`config.mk`:
```
export PLATFORM = sky130hd
export DESIGN_NAME = sdly_cascade
export DESIGN_NICKNAME = d
export VERILOG_FILES = /design/src/rtl/sdly_pkg.sv /design/src/rtl/sdly_in_mux.sv /design/src/rtl/sdly_shift_line.sv /design/src/rtl/sdly_unit.sv /design/src/rtl/sdly_cascade.sv
export SDC_FILE = /design/constraint.sdc
export NUM_CORES = 1
export LEC_CHECK = 0
export CAP_MARGIN = 20
export CORE_MARGIN = 5
export CORE_UTILIZATION = 52
export DETAILED_ROUTE_END_ITERATION = 10
export DONT_BUFFER_PORTS = 1
export PLACE_DENSITY = 0.81
export SLEW_MARGIN = 5
export SYNTH_ARGS = -nofsm -noshare
export SYNTH_HDL_FRONTEND = slang
export SYNTH_SLANG_ARGS = --single-unit
```
`constraint.sdc`:
```
create_clock -name clk_i -period 0.8 [get_ports clk_i]
set_input_delay 0.08 -clock clk_i [delete_from_list [all_inputs] [get_ports clk_i]]
set_output_delay 0.08 -clock clk_i [all_outputs]
set_load 0.1 [all_outputs]
```
`src/rtl/sdly_pkg.sv`:
```
package sdly_pkg;
  localparam int unsigned SEG_STAGES = 64;

  typedef enum logic {
    SRC_DIN  = 1'b0,
    SRC_HOLD = 1'b1
  } src_sel_e;
endpackage

```
`src/rtl/sdly_in_mux.sv`:
```
module sdly_in_mux
  import sdly_pkg::*;
(
  input  logic sel_i,
  input  logic a_i,
  input  logic b_i,
  output logic y_o
);
  always_comb begin
    unique case (src_sel_e'(sel_i))
      SRC_DIN:  y_o = a_i;
      SRC_HOLD: y_o = b_i;
      default:  y_o = a_i;
    endcase
  end
endmodule

```
`src/rtl/sdly_shift_line.sv`:
```
module sdly_shift_line #(
  parameter int unsigned STAGES = 64
) (
  input  logic clk_i,
  input  logic d_i,
  output logic first_o,
  output logic last_o
);
  localparam int unsigned LastIdx = STAGES - 1;

  logic [LastIdx:0] q;

  // no reset on data stages by intent
  always_ff @(posedge clk_i) begin
    q <= {q[LastIdx-1:0], d_i};
  end

  assign first_o = q[0];
  assign last_o  = q[LastIdx];
endmodule

```
`src/rtl/sdly_unit.sv`:
```
module sdly_unit #(
  parameter int unsigned STAGES = 64
) (
  input  logic clk_i,
  input  logic sel_i,
  input  logic din_a_i,
  input  logic din_b_i,
  output logic dout_o,
  output logic dout_n_o,
  output logic clk_o,
  output logic first_o
);
  logic in_bit;
  logic last_bit;

  sdly_in_mux u_mux (
    .sel_i (sel_i),
    .a_i   (din_a_i),
    .b_i   (din_b_i),
    .y_o   (in_bit)
  );

  sdly_shift_line #(.STAGES(STAGES)) u_line (
    .clk_i   (clk_i),
    .d_i     (in_bit),
    .first_o (first_o),
    .last_o  (last_bit)
  );

  assign dout_o   = last_bit;
  assign dout_n_o = ~last_bit;
  assign clk_o    = clk_i;
endmodule

```
`src/rtl/sdly_cascade.sv`:
```
module sdly_cascade #(
  parameter int unsigned STAGES  = sdly_pkg::SEG_STAGES,
  parameter int unsigned NUM_DEV = 2
) (
  input  logic clk_i,
  input  logic rst_ni,
  input  logic sel_i,
  input  logic din_i,
  output logic dout_o,
  output logic dout_n_o,
  output logic clk_o
);
  localparam int unsigned TailIdx = NUM_DEV - 1;

  logic [TailIdx:0] dev_clk;
  logic [TailIdx:0] dev_clk_out;
  logic [TailIdx:0] first_bits;
  logic [TailIdx:0] last_bits;
  logic [TailIdx:0] dout_n_bits;
  logic             hold_q;

  // system clock enters at the output end and ripples toward the head
  assign dev_clk[TailIdx] = clk_i;

  for (genvar k = 0; k < NUM_DEV; k++) begin : g_dev
    if (k == 0) begin : g_head
      sdly_unit #(.STAGES(STAGES)) u_dev (
        .clk_i    (dev_clk[k]),
        .sel_i    (sel_i),
        .din_a_i  (din_i),
        .din_b_i  (hold_q),
        .dout_o   (last_bits[k]),
        .dout_n_o (dout_n_bits[k]),
        .clk_o    (dev_clk_out[k]),
        .first_o  (first_bits[k])
      );
    end else begin : g_body
      sdly_unit #(.STAGES(STAGES)) u_dev (
        .clk_i    (dev_clk[k]),
        .sel_i    (1'b0),
        .din_a_i  (last_bits[k-1]),
        .din_b_i  (1'b0),
        .dout_o   (last_bits[k]),
        .dout_n_o (dout_n_bits[k]),
        .clk_o    (dev_clk_out[k]),
        .first_o  (first_bits[k])
      );
      assign dev_clk[k-1] = dev_clk_out[k];
    end
  end

  // keeps the tail bit until the head segment has taken it
  always_ff @(posedge clk_i or negedge rst_ni) begin
    if (!rst_ni) hold_q <= 1'b0;
    else         hold_q <= last_bits[TailIdx];
  end

  assign dout_o   = last_bits[TailIdx];
  assign dout_n_o = dout_n_bits[TailIdx];
  assign clk_o    = dev_clk_out[0];
endmodule

```
==> flow_summary.yaml, run 1 <==
run_status:
  status: "finished with violations"
  violations: "negative setup slack"
grt:
  overflow: 0
  grt_max_degree: 17
  grt_pass1_wl_microns: 5480
  grt_pass1_vias: 1098
  grt_use_total_pct: 12.7
  antenna_found_initial: 0
sta:
  min_period_over_period_pct: 152
  maxSlewViolCount: 0
  fmax_mhz: 820
  hold_viol: 0
  setup-tns-final_ns: -0.748
  worst_pin_slew_ns: 0.277
  slew_headroom_pct: 81.5
  fin_skew_ns: 0.00579
  finalWorstSetupSlack_ns: -0.419
  hold_ws_ns: 0.0811
  rsz0062_at_grt: "true"
  setup_viol: 2
  finalWorstPathRequiredPeriod_ns: 1.22
floorplan:
  boundaryPins: 7
  fp.dieW_microns: 80.9
  start_util_pct: 54.6
  die_y_microns: 80.9
  rows: 25
  die-area_sq_um: 6540
  core_sq_um: 4790
logic_synthesis:
  ys_types: 5
  synth.area.mux_share_pct: 0.574
  ys_ff_latch: 129
  synth_nets: 136
  synthAdderAreaFrac_pct: 0
  synth_edf_count: 0
  ys_seq_area_share_pct: 99.0
  synthArstFlopShare_pct: 0.775
  postSynthAreaPerCell_sq_um: 19.8
  yosys.area_share.xor_xnor_pct: 0
  synth_compound_area_share_pct: 0
  postSynthCellCount: 132
  yosys_warnings: 0
  yosys-top-cells-area: "dfxtp_1, dfrtp_1, mux2_4"
  synth_top_area_cell: "dfxtp_1"
  synth_most_common_cell: "dfxtp_1"
  synthSimpleGateAreaFrac_pct: 0
  synthFlopType: "dfxtp_1"
  synth_common_cells: "dfxtp_1, buf_4, dfrtp_1, inv_1, mux2_4"
  syn_area_sq_um: 2610
  synth_top_area_share_pct: 98.0
  synth_top_family_by_area: "multiplexers"
worst_setup_path:
  r2r_slack_ns: 0.06
  cp_max_fo: 3
  slowest_delay_ns: 0.37
  crit_family: "flip-flops"
  cp_slowest_cell: "dfxtp_4"
  cp-end-kind: "output pin"
  worstSetupPathType: "flip-flop to output pin"
  worst_ep_arrival_time_ns: 1.14
  crit_buf_inv: 2
  path_cells: "clkinvlp_4 -> buf_12"
  critPathLaunchType: "flip-flop"
  worstPathRequired_ns: 0.72
clocking:
  cts_setup_buffers: 0
  ctsResizeCount: 0
  root_buffer: "clkbuf_8"
  clockBufferDepth: 2
  cts_tree: "yes"
  numCtsBuffers: 17
  clock_sinks: 129
  clk-insertion-delay-late_ns: 0.50
  htreeDepth: 4
  clkTransAtPathRegs_ns: 0.06
placed_design:
  io_buffer_count: 0
  placed_cells: 200
  place_area_sq_um: 2740
  dp_slack_ns: 0.0755
  dp_hpwl_microns: 1260
  globalplace.congestion: 0.741
drt:
  detail_route.wl_per_cell_microns: 13.4
  drc: 0
  drtPass1Iterations: 4
  via_per_inst: 3.92
  drt-initial-drc-count: 28
  via_count: 925
  ant_nets: 0
  wl_microns: 3160
power_and_ir_drop:
  p_switching_mw: 2.57
  leakage_nw: 1.38
  seq_power_share_pct: 47.8
  swShare_pct: 18.6
  p_comb_share_pct: 0.2
  clkPwrFrac_pct: 52.0
  intPower_mw: 11.2
  p_per_area_nw_per_um2: 4120
  fin_total_pwr_mw: 13.8
  ir_drop_v: 0.00253
final_layout:
  antenna_cells: 0
  fin_util_pct: 70.0
  drive_gt1_share_pct: 20.7
  final_cell_area_sq_um: 3350
  n_fill_cell: 294
  nets: 160
  stdcell_count: 236
  areaGrowthSynthToFinish_pct: 28.1
hold_path:
  min-delay-path-class: "clock port to output pin"
flow_run:
  cap_violations: 0
## power by group through the flow
stage | Sequential (mW) | Clock [mW] | Combinational [mW]
2_1_floorplan | 6.71 | 0.472 | 0.00462
3_3_place_gp | 6.73 | 0 | 0.00464
3_5_place_dp | 6.73 | 0 | 0.00496
4_1_cts | 6.60 | 7.37 | 0.0221
5_1_grt | 6.61 | 7.71 | 0.0224
6_report | 6.60 | 7.18 | 0.0210
## placed cells by master, fill, tap and decap left out
master           n
dlygate4sd3_1    4
clkinvlp_4       3
dfrtp_1          1
buf_12           2
clkbuf_16       16
clkbuf_1         2
clkinv_4         1
clkinv_2         5
bufinv_16        2
mux2_4           1
dfxtp_1        127
clkbuf_8         4
dfxtp_4          1
## kinds of logic (layout without fill, tap and decap cells)
family / Yosys count / count (layout)
buffers and inverters: 2 / 39
DFF: 129 / 129
muxes: 1 / 1
## timing repair
| item | 4_1_cts | 5_1_grt |
|---|---|---|
| endpoints found under the hold margin | 2 | 0 |
| setup endpoints to repair | 2 | 2 |
| gates cloned | 0 | 0 |
| hold buffers | 4 | 0 |
## area by class of cell
cell class | count | area (sq um) | share of cell area, %
timing repair buffer | 6 | 80.1 | 2.39
clock inverter | 10 | 109 | 3.25
multi-input combinational | 1 | 15.0 | 0.448
tap | 67 | 83.8 | 2.50
inverter | 1 | 7.51 | 0.224
clock buffer | 22 | 463 | 13.8
sequential | 129 | 2590 | 77.4
## flip-flops by register name (all words and copies together), names as in the netlist
name	cells
g_dev.g_body.u_dev.u_line.q	64
g_dev.g_head.u_dev.u_line.q	64
hold_q	1
## path summary, 6_finish.rpt
check                                                                 from                                          to  depth (start not counted)
worst max register to register                            hold_q$_DFF_PN0_   g_dev[0].g_head.u_dev.u_line.q[0]$_DFF_P_                          1
worst max-delay path            g_dev[1].g_body.u_dev.u_line.q[63]$_DFF_P_                                    dout_n_o                          2
worst min register to register  g_dev[0].g_head.u_dev.u_line.q[55]$_DFF_P_  g_dev[0].g_head.u_dev.u_line.q[56]$_DFF_P_                          0
worst min-delay path                                                 clk_i                                       clk_o                          0
min in group asynchronous                                           rst_ni                            hold_q$_DFF_PN0_                          2
max in group asynchronous                                           rst_ni                            hold_q$_DFF_PN0_                          2
## layer usage
| layer | part of all wire (%) | routed length, microns | vias up | global-route usage, % |
|---|---|---|---|---|
| met1 | 48 | 1530 | 445 | 14.1 |
| met3 | 5.0 | 157 | 5 | 8.98 |
| met4 | 1.6 | 51 | 0 | 8.61 |
| met2 | 45 | 1420 | 15 | 17.1 |
| li1 | - | - | 460 | - |
| met5 | 0 | 0 | - | 0 |
No activity file was read; power rests on OpenSTA's default activity.
==> run 2: changes to the inputs <==
--- a/config.mk
+++ b/config.mk
@@ -7,10 +7,10 @@
 export LEC_CHECK = 0
 export CAP_MARGIN = 20
 export CORE_MARGIN = 5
-export CORE_UTILIZATION = 52
+export CORE_UTILIZATION = 30
 export DETAILED_ROUTE_END_ITERATION = 10
 export DONT_BUFFER_PORTS = 1
-export PLACE_DENSITY = 0.81
+export PLACE_DENSITY = 0.56
 export SLEW_MARGIN = 5
 export SYNTH_ARGS = -nofsm -noshare
 export SYNTH_HDL_FRONTEND = slang
==> constraint.sdc (replaced) <==
create_clock -name clk_i -period 0.8 [get_ports clk_i]
set_input_delay 0.08 -clock clk_i [delete_from_list [all_inputs] [get_ports clk_i]]
set_output_delay 0.08 -clock clk_i [all_outputs]
set_load 0.02 [all_outputs]
==> flow_summary.yaml, run 2 (synthesis results as in run 1) <==
final_layout:
  n_fill_cell: 773
  areaGrowthSynthToFinish_pct: 28.8
  final_common_cell: "dfxtp_1"
  multi_input_area_sq_um: 15.0
  layout_common_cells: "dfxtp_1, clkbuf_16, clkinv_2, clkbuf_8, dlygate4sd3_1"
  drive_gt1_share_pct: 20.2
  nets: 159
  antenna_cells: 0
  seq_area_sq_um: 2590
  reg_top3: "g_dev.g_head.u_dev.u_line.q: 64 flops, g_dev.g_body.u_dev.u_line.q: 64 flops, hold_q: 1 flops"
  stdcell_count: 276
grt:
  grt_use_total_pct: 6.63
  grt_busiest_layer: "met1"
  grtUsageMet2_pct: 7.01
  grt_pass1_wl_microns: 4640
  grt_use_met3_pct: 5.43
  grt_max_degree: 17
  grt_pass1_vias: 989
  overflow: 0
  antenna_found_initial: 0
  met1_usage_pct: 7.94
floorplan:
  boundaryPins: 7
  rows: 34
  core_sq_um: 8590
  die-area_sq_um: 10700
  start_util_pct: 30.4
  fp.dieW_microns: 103
  die_y_microns: 103
worst_setup_path:
  critPathLaunchType: "flip-flop"
  path_cells: "buf_6"
  crit_buf_inv: 1
  slowest_delay_ns: 0.34
  worstPathRequired_ns: 0.72
  cp_max_fo: 2
  cp_slowest_cell: "dfxtp_2"
  cp-end-kind: "output pin"
  crit_family: "flip-flops"
  worstSetupPathType: "flip-flop to output pin"
  worst_ep_arrival_time_ns: 0.95
power_and_ir_drop:
  intPower_mw: 11.2
  ir_drop_v: 0.00168
  p_comb_share_pct: 0.2
  p_per_area_nw_per_um2: 4090
  leakage_nw: 1.37
  swShare_pct: 18.3
  seq_power_share_pct: 48.0
  clkPwrFrac_pct: 51.9
  p_switching_mw: 2.52
drt:
  drt-initial-drc-count: 20
  wl_microns: 2720
  via_per_inst: 3.18
  via_count: 877
  detail_route.wl_per_cell_microns: 9.86
  ant_nets: 0
  drtPass1Iterations: 3
  drc: 0
run_status:
  status: "finished with violations"
  violations: "negative setup slack"
clocking:
  cts_setup_buffers: 0
  numCtsBuffers: 17
  clock_sinks: 129
  clockBufferDepth: 2
  root_buffer: "clkbuf_8"
  clk-insertion-delay-late_ns: 0.50
  clkTransAtPathRegs_ns: 0.05
  htreeDepth: 4
  cts_tree: "yes"
sta:
  fin_skew_ns: 0.0101
  finalWorstSetupSlack_ns: -0.234
  min_period_over_period_pct: 129
  fmax_mhz: 968
  maxSlewViolCount: 0
  slew_headroom_pct: 81.5
  setup_viol: 2
  hold_viol: 0
  worst_pin_slew_ns: 0.278
  rsz0062_at_grt: "true"
  finalWorstPathRequiredPeriod_ns: 1.03
  setup-tns-final_ns: -0.432
placed_design:
  placed_cells: 240
  dp_hpwl_microns: 1150
  io_buffer_count: 0
  globalplace.congestion: 0.667
hold_path:
  min-delay-path-class: "clock port to output pin"
flow_run:
  cap_violations: 0
## run 2: changes by cell type in the layout (fill, tap and decap cells not counted)
cell	previous run	this run
buf_6	0	1
inv_2	0	1
buf_12	2	0
clkinvlp_4	3	2
dfxtp_2	0	1
dfxtp_4	1	0
## run 2: worst paths after layout
| kind | end | start | slack (ns) | cells past startpoint |
|---|---|---|---|---|
| setup reg to reg | g_dev[0].g_head.u_dev.u_line.q[0]$_DFF_P_ | hold_q$_DFF_PN0_ | 0.06 | 1 |
| hold reg to reg | g_dev[1].g_body.u_dev.u_line.q[4]$_DFF_P_ | g_dev[1].g_body.u_dev.u_line.q[3]$_DFF_P_ | 0.32 | 0 |
| hold / removal | clk_o | clk_i | 0.08 | 0 |
| min in group asynchronous | hold_q$_DFF_PN0_ | rst_ni | 0.34 | 2 |
| setup / recovery | dout_o | g_dev[1].g_body.u_dev.u_line.q[63]$_DFF_P_ | -0.23 | 1 |
| max in group asynchronous | hold_q$_DFF_PN0_ | rst_ni | 0.36 | 2 |
## run 2: per-stage QoR
stage	hold slack, ns	setup WS, ns	power (mW)	cell area, sq um	utilization [%]
2_1_floorplan	-0.216	0.104	6.87	2610	-
3_3_place_gp	-0.216	0.0999	6.74	2750	32.0
3_5_place_dp	-0.216	0.0948	6.74	2750	32.0
4_1_cts	0.0802	-0.277	13.9	3370	39.2
5_1_grt	0.0802	-0.289	14.3	3370	39.2
6_report	0.0802	-0.234	13.8	3370	39.2
## run 2: cell type report
class / instances / area share, %
clock buffer: 22 / 13.8
multi-input combinational: 1 / 0.446
clock inverter: 10 / 3.23
inverter: 1 / 0.112
tap: 108 / 4.01
timing repair buffer: 5 / 1.52
sequential: 129 / 76.9
## run 2: repair_timing
action,CTS,global route
gates resized for setup,3,0
gates cloned,0,0
hold buffers,4,0
endpoints found under the hold margin,2,0
endpoints found under the setup margin,2,2
## run 2: routing by layer
metal  part of all wire (%)  vias up
met5                      0        -
met1                     54      405
met4                   0.99        0
met3                    6.1        2
met2                     39       17
li1                       -      453
## run 2: power groups by stage
| stage | Combinational (mW) | Clock [mW] | Sequential, mW |
|---|---|---|---|
| finish | 0.0220 | 7.13 | 6.60 |
| floorplan | 0.00462 | 0.146 | 6.72 |
| detailed placement | 0.00483 | 0 | 6.73 |
| CTS | 0.0211 | 7.32 | 6.60 |
| global placement | 0.00478 | 0 | 6.73 |
| global route | 0.0237 | 7.66 | 6.61 |
